[config.mk]
export PLATFORM = sky130hd
export DESIGN_NAME = pred_seq
export DESIGN_NICKNAME = d
export VERILOG_FILES = /design/src/rtl/pred_seq_pkg.sv /design/src/rtl/pred_mode_decode.sv /design/src/rtl/pred_elem_eval.sv /design/src/rtl/pred_seq_ctrl.sv /design/src/rtl/pred_seq.sv
export SDC_FILE = /design/constraint.sdc
export NUM_CORES = 1
export LEC_CHECK = 0
export ABC_AREA = 1
export CELL_PAD_IN_SITES_DETAIL_PLACEMENT = 0
export CELL_PAD_IN_SITES_GLOBAL_PLACEMENT = 1
export CORE_AREA = 2 2 182 184
export CTS_CLUSTER_DIAMETER = 80
export CTS_CLUSTER_SIZE = 8
export DETAILED_ROUTE_END_ITERATION = 12
export DIE_AREA = 0 0 184 186
export PLACE_DENSITY_LB_ADDON = 0.1
export SYNTH_ARGS = -nofsm -noshare
export SYNTH_HDL_FRONTEND = slang
export SYNTH_SLANG_ARGS = --single-unit
export TNS_END_PERCENT = 20
[constraint.sdc]
create_clock -name clk -period 3.05 [get_ports clk]
set_input_delay 0.61 -clock clk [delete_from_list [all_inputs] [get_ports clk]]
set_output_delay 0.61 -clock clk [all_outputs]
set_load 0.03 [all_outputs]
[src/rtl/pred_seq_pkg.sv]
package pred_seq_pkg;

    localparam int CR_BITS  = 4;
    localparam int CR_BASE  = 6;
    localparam int INT_SRCS = 3;

    typedef enum logic [1:0] {
        PK_RSVD,
        PK_ALL,
        PK_INT,
        PK_COND
    } pred_kind_e;

    typedef struct packed {
        pred_kind_e kind;
        logic [1:0] src;
        logic [1:0] flag;
        logic       invert;
    } pred_sel_t;

    typedef enum logic [1:0] {
        SQ_IDLE,
        SQ_RUN,
        SQ_FIN
    } seq_state_e;

    function automatic pred_sel_t decode_mode(input logic [3:0] m);
        pred_sel_t s;
        s.invert = m[0];
        s.flag   = m[2:1];
        s.src    = m[2:1] - 2'd1;
        if (m[3])
            s.kind = PK_COND;
        else if (m[2:1] != 2'b00)
            s.kind = PK_INT;
        else if (m[0])
            s.kind = PK_ALL;
        else
            s.kind = PK_RSVD;
        return s;
    endfunction

    function automatic logic is_reserved(input logic [3:0] m);
        return decode_mode(m).kind == PK_RSVD;
    endfunction

endpackage

[src/rtl/pred_mode_decode.sv]
module pred_mode_decode
    import pred_seq_pkg::*;
(
    input  logic [3:0] mode_code,
    output pred_sel_t  sel
);
    always_comb sel = decode_mode(mode_code);
endmodule

[src/rtl/pred_elem_eval.sv]
module pred_elem_eval
    import pred_seq_pkg::*;
#(
    parameter int XLEN      = 64,
    parameter int CR_FIELDS = 64,
    parameter int IDX_W     = 6,
    localparam int CR_IDX_W = $clog2(CR_FIELDS)
) (
    input  pred_sel_t                          sel,
    input  logic [IDX_W-1:0]                   idx,
    input  logic [INT_SRCS-1:0][XLEN-1:0]      isrc,
    input  logic [CR_FIELDS*CR_BITS-1:0]       cr_flat,
    output logic                               en
);
    logic [CR_BITS-1:0] fld [CR_FIELDS];

    genvar g;
    generate
        for (g = 0; g < CR_FIELDS; g++) begin : g_field
            assign fld[g] = cr_flat[g*CR_BITS +: CR_BITS];
        end
    endgenerate

    // field index wraps naturally: CR_FIELDS is a power of two, carry dropped
    logic [CR_IDX_W-1:0] fidx;
    logic [1:0]          fbit;
    logic                raw;

    assign fidx = CR_IDX_W'(CR_BASE) + CR_IDX_W'(idx);
    assign fbit = ~sel.flag;   // less-than sits in the top bit of the field

    always_comb begin
        raw = 1'b0;
        case (sel.kind)
            PK_INT: begin
                if (int'(sel.src) < INT_SRCS)
                    raw = isrc[sel.src][idx];
            end
            PK_COND: raw = fld[fidx][fbit];
            default: raw = 1'b0;
        endcase
        case (sel.kind)
            PK_ALL:  en = 1'b1;
            PK_RSVD: en = 1'b0;
            default: en = raw ^ sel.invert;
        endcase
    end
endmodule

[src/rtl/pred_seq_ctrl.sv]
module pred_seq_ctrl
    import pred_seq_pkg::*;
#(
    parameter int MAX_VL = 64,
    localparam int IDX_W = $clog2(MAX_VL),
    localparam int VL_W  = IDX_W + 1
) (
    input  logic             clk,
    input  logic             rst,
    input  logic             start,
    input  logic [3:0]       mode,
    input  logic [VL_W-1:0]  vl,
    input  logic             elem_en,
    output logic [IDX_W-1:0] cnt,
    output logic [3:0]       mode_q,
    output logic [VL_W-1:0]  vl_q,
    output logic             valid_q,
    output logic [IDX_W-1:0] idx_q,
    output logic             en_q,
    output logic             done_q,
    output logic             illegal_q
);
    seq_state_e       state_q;
    logic [IDX_W-1:0] cnt_q;
    logic [VL_W-1:0]  vl_clamp;
    logic             last;

    assign vl_clamp = (vl > VL_W'(MAX_VL)) ? VL_W'(MAX_VL) : vl;
    assign last     = (VL_W'(cnt_q) == vl_q - VL_W'(1));
    assign cnt      = cnt_q;

    always_ff @(posedge clk) begin
        if (rst) begin
            state_q   <= SQ_IDLE;
            cnt_q     <= '0;
            mode_q    <= '0;
            vl_q      <= '0;
            valid_q   <= 1'b0;
            idx_q     <= '0;
            en_q      <= 1'b0;
            done_q    <= 1'b0;
            illegal_q <= 1'b0;
        end else begin
            valid_q   <= 1'b0;
            done_q    <= 1'b0;
            illegal_q <= 1'b0;
            case (state_q)
                SQ_IDLE: begin
                    if (start) begin
                        mode_q <= mode;
                        vl_q   <= vl_clamp;
                        cnt_q  <= '0;
                        if (is_reserved(mode)) begin
                            illegal_q <= 1'b1;
                            done_q    <= 1'b1;
                        end else if (vl_clamp == '0) begin
                            done_q <= 1'b1;
                        end else begin
                            state_q <= SQ_RUN;
                        end
                    end
                end
                SQ_RUN: begin
                    valid_q <= 1'b1;
                    idx_q   <= cnt_q;
                    en_q    <= elem_en;
                    cnt_q   <= cnt_q + IDX_W'(1);
                    if (last)
                        state_q <= SQ_FIN;
                end
                SQ_FIN: begin
                    done_q  <= 1'b1;
                    state_q <= SQ_IDLE;
                end
                default: state_q <= SQ_IDLE;
            endcase
        end
    end

    AST_CAPTURE_HELD: assert property (@(posedge clk) disable iff (rst)
        (state_q != SQ_IDLE) |=> ($stable(mode_q) && $stable(vl_q)));
    AST_RUN_LEN_OK: assert property (@(posedge clk) disable iff (rst)
        (state_q == SQ_RUN) |-> (vl_q != '0 && VL_W'(cnt_q) < vl_q));
endmodule

[src/rtl/pred_seq.sv]
module pred_seq
    import pred_seq_pkg::*;
#(
    parameter int XLEN      = 64,
    parameter int CR_FIELDS = 64,
    parameter int MAX_VL    = 64,
    localparam int IDX_W    = $clog2(MAX_VL),
    localparam int VL_W     = IDX_W + 1,
    localparam int CR_W     = CR_FIELDS * CR_BITS
) (
    input  logic             clk,
    input  logic             rst,
    input  logic             start,
    input  logic [3:0]       mode,
    input  logic [VL_W-1:0]  vl,
    input  logic [XLEN-1:0]  isrc_a,
    input  logic [XLEN-1:0]  isrc_b,
    input  logic [XLEN-1:0]  isrc_c,
    input  logic [CR_W-1:0]  cr_file,
    output logic             elem_valid,
    output logic [IDX_W-1:0] elem_idx,
    output logic             elem_en,
    output logic             seq_done,
    output logic             illegal_op
);
    logic [INT_SRCS-1:0][XLEN-1:0] isrc;
    logic [IDX_W-1:0]              cnt;
    logic [3:0]                    mode_q;
    logic [VL_W-1:0]               vl_q;
    pred_sel_t                     sel;
    logic                          cur_en;

    assign isrc = {isrc_c, isrc_b, isrc_a};

    pred_mode_decode u_dec (
        .mode_code (mode_q),
        .sel       (sel)
    );

    pred_elem_eval #(
        .XLEN      (XLEN),
        .CR_FIELDS (CR_FIELDS),
        .IDX_W     (IDX_W)
    ) u_eval (
        .sel     (sel),
        .idx     (cnt),
        .isrc    (isrc),
        .cr_flat (cr_file),
        .en      (cur_en)
    );

    pred_seq_ctrl #(
        .MAX_VL (MAX_VL)
    ) u_ctrl (
        .clk       (clk),
        .rst       (rst),
        .start     (start),
        .mode      (mode),
        .vl        (vl),
        .elem_en   (cur_en),
        .cnt       (cnt),
        .mode_q    (mode_q),
        .vl_q      (vl_q),
        .valid_q   (elem_valid),
        .idx_q     (elem_idx),
        .en_q      (elem_en),
        .done_q    (seq_done),
        .illegal_q (illegal_op)
    );

    AST_ILLEGAL_ENDS: assert property (@(posedge clk) disable iff (rst)
        illegal_op |-> (seq_done && !elem_valid));
    AST_ALL_ENABLED: assert property (@(posedge clk) disable iff (rst)
        (elem_valid && sel.kind == PK_ALL) |-> elem_en);
    AST_FIRST_IDX: assert property (@(posedge clk) disable iff (rst)
        (elem_valid && !$past(elem_valid)) |-> (elem_idx == '0));
    AST_IDX_STEP: assert property (@(posedge clk) disable iff (rst)
        (elem_valid && $past(elem_valid)) |-> (elem_idx == $past(elem_idx) + IDX_W'(1)));
    AST_DONE_AFTER_LAST: assert property (@(posedge clk) disable iff (rst)
        (elem_valid && VL_W'(elem_idx) == vl_q - VL_W'(1)) |=> (seq_done && !elem_valid));
    AST_DONE_QUIET: assert property (@(posedge clk) disable iff (rst)
        seq_done |-> !elem_valid);
endmodule

==> results of run 1 <==
[layout make-up]
class                      instances  area share, %
tap                              408           4.54
clock inverter                     3          0.111
clock buffer                       5           1.11
inverter                          56           1.91
antenna                           10          0.222
timing repair buffer             500           44.8
sequential                        29           5.22
multi-input combinational       1071           42.1
[cells in the mapped netlist, drive strengths merged]
cell type / instances
xor2: 8
nor2: 171
nor3: 12
o21a: 1
o211ai: 3
nand3: 263
nand4: 1
xnor2: 3
o21ai: 100
clkinv: 2
clkbuf: 36
buf: 58
o31ai: 1
a31oi: 2
a32o: 1
ha: 6
nand2: 451
and3: 2
a221oi: 1
or3: 1
or2: 3
o2111ai: 1
dfxtp: 29
o22ai: 2
a211oi: 2
inv: 54
a21oi: 36
[metrics by stage]
step | std cells | util [%] | hold WS, ps
after floorplan | 1250 | - | 424
after global placement | 2064 | 34.4 | 451
after detailed placement | 2064 | 34.4 | 453
after CTS | 2072 | 34.9 | 459
after global routing | 2082 | 34.9 | 485
final | 2082 | 34.9 | 458
[worst max-delay path, cell delays in order, from the launching register on]
cell and delay, ps:
dfxtp_1 300, inv_1 120, ha_2 320, inv_2 320
buf_4 320, nand2_1 80, nand3_1 90, nand3_1 90
nand3_1 80, nand3_1 70, nand3_1 100, nand3_1 80
nand3_1 110, nand3_1 100, nand3_1 100, nand2_1 50
nor2_1 80, nor2_1 40
[cell families (layout without fill, tap and decap cells)]
kind of cell | count (synthesis) | count (layout)
AOI/OAI and AO/OA | 150 | 150
xor gates and xnor gates | 11 | 11
adders and majority gates | 6 | 6
buffers and inverters | 150 | 564
DFF | 29 | 29
other | 0 | 10
and+or+nand+nor | 904 | 904
[metal layers]
metal	part of all wire (%)	track usage, %
met1	39	24.9
met2	51	41.1
met3	7.6	5.71
met4	2.2	7.39
met5	0.057	0
[path summary, 6_finish.rpt]
check                                     end         startpoint
worst max-delay path              u_ctrl.en_q   u_ctrl.mode_q[2]
worst min-delay path            u_ctrl.done_q  u_ctrl.state_q[0]
worst min register to register  u_ctrl.done_q  u_ctrl.state_q[0]
worst max register to register    u_ctrl.en_q   u_ctrl.mode_q[2]
[flip-flops by register name, indices dropped and copies added (netlist names)]
register	cells
u_ctrl.cnt	6
u_ctrl.done_q	1
u_ctrl.en_q	1
u_ctrl.idx_q	6
u_ctrl.illegal_q	1
u_ctrl.mode_q	4
u_ctrl.state_q	2
u_ctrl.valid_q	1
u_ctrl.vl_q	7
[report_power, final]
| group | leakage, nW | switching [mW] | internal, mW |
|---|---|---|---|
| Combinational | 4.47 | 0.947 | 0.923 |
| Clock | 0.0687 | 0.161 | 0.294 |
| Sequential | 0.239 | 0.0240 | 0.405 |
==> results.toml, run 1 <==
[power]
p_leak_nw = 4.78
power_mw = 2.75
p_per_area_nw_per_um2 = 245
ir_worst_vdd_uv = 232

[floorplan]
core_um2 = 32200
fp.dieH_um = 186
core.rowCount = 66
dieArea_um2 = 34200
fp.dieW_um = 184
num_io_pins = 472
initial_core_util_pct = 18.7

[route]
wl_per_cell_um = 19.3
drt-pass1-iter-count = 5
drt_wl_total_um = 40100
vias_per_cell = 4.60
num_vias = 9569
antenna_left = 0
post-route-drc-count = 0
first_iter_violations = 505

[worst_setup_path]
end_kind = "flip-flop"
worst_ep_arrival_time_ps = 2730
worstPathRequired_ps = 3210
crit_path_start_kind = "flip-flop"
reg2reg_slack_ps = 480
crit_type = "flip-flop to flip-flop"
critical_path.max_fanout = 23
r2r_cells = 17

[placement]
port_buffers = 471
hpwl_um = 32100
place_area_um2 = 11100
dp_slack_ps = 428
place_congestion = 0.854

[logic_synthesis]
syn_inst = 1250
synthesis.area_um2 = 6010
synthDistinctLibCells = 34
ys_warn_count = 0
synth_top_area_share_pct = 28.2
synthMuxAreaShare_pct = 0
synth_fa_ha_area_share_pct = 1.25
synthSimpleGateAreaFrac_pct = 62.6
synth-compound-area-share_pct = 13.1
synth_seq_cells = 29
yosys-top-cells-area = "nand2_1 28%, nand3_1 22%, nor2_1 11%"
synth_top_family_by_area = "simple AND/OR/NAND/NOR gates"
syn_nets = 1718
yosysTopAreaCell = "nand2_1"
syn_avg_cell_area_um2 = 4.81
synth_xor_area_share_pct = 1.85
seq_area_frac_synth_pct = 9.66

[global_route]
grt_max_degree = 83
globalRouteTotalUtil_pct = 22.3
antenna_found_initial = 12
grt_first_pass_wirelength_um = 58000
grt-ovfl-total = 0
grt_pass1_vias = 9671

[timing]
hold_viol = 0
rsz0062_at_grt = "no"
tightest_slew_ps = 704
drv_slew = 0
finalSetupTns_ps = 0
period_minus_slack_ps = 2570
finClkSkew_ps = 4.75
maxSlewHeadroom_pct = 53.0
finalCritPeriodShare_pct = 84.3
fmax_mhz = 389
finalSetupViolCount = 0
worst_slack_ps = 480

[finish]
fin_nets = 2131
layout_common_cells = "471 x clkdlybuf4s50_1, 451 x nand2_1, 263 x nand3_1"
num-fill-cells = 3635
drive_gt1_share_pct = 3.06
multiInputGateArea_um2 = 4730
final_common_cell = "clkdlybuf4s50_1"
stdcell_area_um2 = 11300
syn_to_final_growth_pct = 87.3
seq_area_um2 = 588

[outcome]
status = "finished, final reports clean"

[clock_tree]
ctsResizeCount = 0
cts_num_sinks = 29
cts_inserted_buffers = 5
cts_hold_buf = 0
cts_root_buffer = "clkbuf_16"
post-cts-setup-buffer-count = 0
cts_buffer_depth = 2
clk_latency_ps = 270
clkTransAtPathRegs_ps = 50
cts_max_level = 2
cts_tree = "done"

[run]
cap_violations = 0

[hold_path]
hold_depth = 1
hp-class = "flip-flop to flip-flop"
(Power assumes the default switching activity.)
==> inputs of run 2 (changes only) <==
==> constraint.sdc (replaced) <==
create_clock -name clk -period 2.6 [get_ports clk]
set_input_delay 0.52 -clock clk [delete_from_list [all_inputs] [get_ports clk]]
set_output_delay 0.52 -clock clk [all_outputs]
set_load 0.03 [all_outputs]
==> run 2 against run 1 <==
Utilization up 0.69 points. Wire length up 0.52%. Critical path type unchanged. Setup slack worse by 280 ps. Non-clock buffer count up 15. Combinational power up 22%. Largest power group unchanged. Die area unchanged.
==> results.toml, run 2 (synthesized netlist as in run 1, its figures left out) <==
[outcome]
status = "finished, final reports clean"

[power]
power_mw = 3.34
ir_worst_vdd_uv = 243
p_leak_nw = 4.90
p_per_area_nw_per_um2 = 291

[worst_setup_path]
path_delay_family = "simple AND/OR/NAND/NOR gates"
crit_type = "flip-flop to flip-flop"
critical_path.most_common_cell = "nand3_1"
reg2reg_slack_ps = 200
cp_cell_sequence = "inv_6 -> buf_12 -> nand2_1 -> nand2_1 -> nand2_1 -> nand3_1 -> nand3_1 -> nand3_1 -> nand3_1 -> nand2_1 -> nand2_1 -> nand3_1 -> nand3_1 -> nand3_1 -> nand2_1 -> nor2_1 -> nor2_1"
rr_startpoint = "u_ctrl.cnt[0]"
crit_path_start_kind = "flip-flop"
worstPathRequired_ps = 2760
slowest_delay_ps = 370
cp_num_buf_inv = 2
end_kind = "flip-flop"
worst_ep_arrival_time_ps = 2560
crit_path_top_delay_cell = "dfxtp_4"
r2r-end = "u_ctrl.en_q"
r2r_cells = 17
critical_path.max_fanout = 42

[global_route]
met2_usage_pct = 42.6
grt_pass1_vias = 9638
grt_first_pass_wirelength_um = 57700
top_usage_layer = "met2"
antenna_found_initial = 5
globalRouteTotalUtil_pct = 22.2
grt_use_met1_pct = 24.7
use_met3_pct = 4.89
grt-ovfl-total = 0
grt_max_degree = 82

[floorplan]
num_io_pins = 472
initial_core_util_pct = 18.7
core.rowCount = 66
fp.dieW_um = 184
fp.dieH_um = 186
core_um2 = 32200
dieArea_um2 = 34200

[clock_tree]
post-cts-setup-buffer-count = 0
clk_latency_ps = 270
cts_buffer_depth = 2
cts_root_buffer = "clkbuf_16"
cts_num_sinks = 29
cts_tree = "done"
cts_inserted_buffers = 5
clkTransAtPathRegs_ps = 50
cts_hold_buf = 0
cts_max_level = 2

[hold_path]
holdCritStartpoint = "u_ctrl.state_q[0]"
hold_depth = 1
worstHoldEndpoint = "u_ctrl.done_q"
hp-class = "flip-flop to flip-flop"

[run]
cap_violations = 0

[finish]
top_register = "u_ctrl.vl_q"
largest_reg_flops = 7
layout_common_cells = "471 x clkdlybuf4s50_1, 451 x nand2_1, 263 x nand3_1"
final_common_cell = "clkdlybuf4s50_1"
final_util_pct = 35.6
fin_nets = 2146
syn_to_final_growth_pct = 91.0
drive_gt1_share_pct = 4.05

[route]
wl_per_cell_um = 19.3
vias_per_cell = 4.59
post-route-drc-count = 0
antenna_left = 0
first_iter_violations = 490
drt-pass1-iter-count = 8
num_vias = 9579
drt_wl_total_um = 40300

[timing]
finClkSkew_ps = 4.84
finalCritPeriodShare_pct = 92.3
maxSlewHeadroom_pct = 72.1
period_minus_slack_ps = 2400
worst_slack_ps = 201
tightest_slew_ps = 418
hold_viol = 0
finalSetupViolCount = 0
fmax_mhz = 417
rsz0062_at_grt = "no"
drv_slew = 0
finalSetupTns_ps = 0

[placement]
port_buffers = 471
dp_slack_ps = 65.3
hpwl_um = 31900
place_congestion = 0.854
[run 2: worst max path at each step]
stage          cells past startpoint  slack [ps]           from           to
3_3_place_gp                      16          10   cr_file[111]  u_ctrl.en_q
3_5_place_dp                      16          70   cr_file[111]  u_ctrl.en_q
2_1_floorplan                     18          40  u_ctrl.cnt[1]  u_ctrl.en_q
4_1_cts                           14          80  u_ctrl.cnt[2]  u_ctrl.en_q
6_report                          17         200  u_ctrl.cnt[0]  u_ctrl.en_q
5_1_grt                           17          40  u_ctrl.cnt[0]  u_ctrl.en_q
[run 2: what timing repair did]
item	in CTS	in global routing
endpoints found under the hold margin	0	0
resized for setup	0	6
setup endpoints to repair	0	1
[run 2: report_power, final]
part	internal, mW	switching [mW]
clock	0.374	0.184
sequential	0.475	0.0249
combinational	1.15	1.13
total	2.00	1.34
[run 2: per-layer routing]
metal / vias to the layer above / share of wire (%)
met2: 346 / 52
met4: 2 / 2.6
li1: 4924 / -
met5: - / 0.032
met1: 4257 / 39
met3: 50 / 7.3
[run 2: worst register-to-register path: cells and delay by family (launching register included)]
family	cells	cell delay [ps]
buffers and inverters	2	480
AND/OR/NAND/NOR	15	1440
flip-flops	1	370
[run 2: area by class of cell]
class / count / area [um^2]
fill: 3688 / 20700
timing repair buffer: 515 / 5260
multi-input combinational: 1071 / 4750
sequential: 29 / 588
tap: 408 / 510
inverter: 56 / 219
clock buffer: 7 / 143
antenna: 3 / 7.51
[run 2: metrics by stage]
stage | hold slack, ps | instance area [um^2] | std cells
floorplan | 424 | 6010 | 1250
global placement | 451 | 11300 | 2077
detailed placement | 450 | 11300 | 2077
CTS | 456 | 11400 | 2084
global route | 483 | 11500 | 2089
finish | 458 | 11500 | 2089
==> inputs of run 3 (changes only) <==
--- a/config.mk
+++ b/config.mk
@@ -6,6 +6,7 @@
 export NUM_CORES = 1
 export LEC_CHECK = 0
 export ABC_AREA = 1
+export CAP_MARGIN = 40
 export CELL_PAD_IN_SITES_DETAIL_PLACEMENT = 0
 export CELL_PAD_IN_SITES_GLOBAL_PLACEMENT = 1
 export CORE_AREA = 2 2 182 184
==> results of run 3 <==
No change in the layout: final DEF, timing and power equal those of run 2.
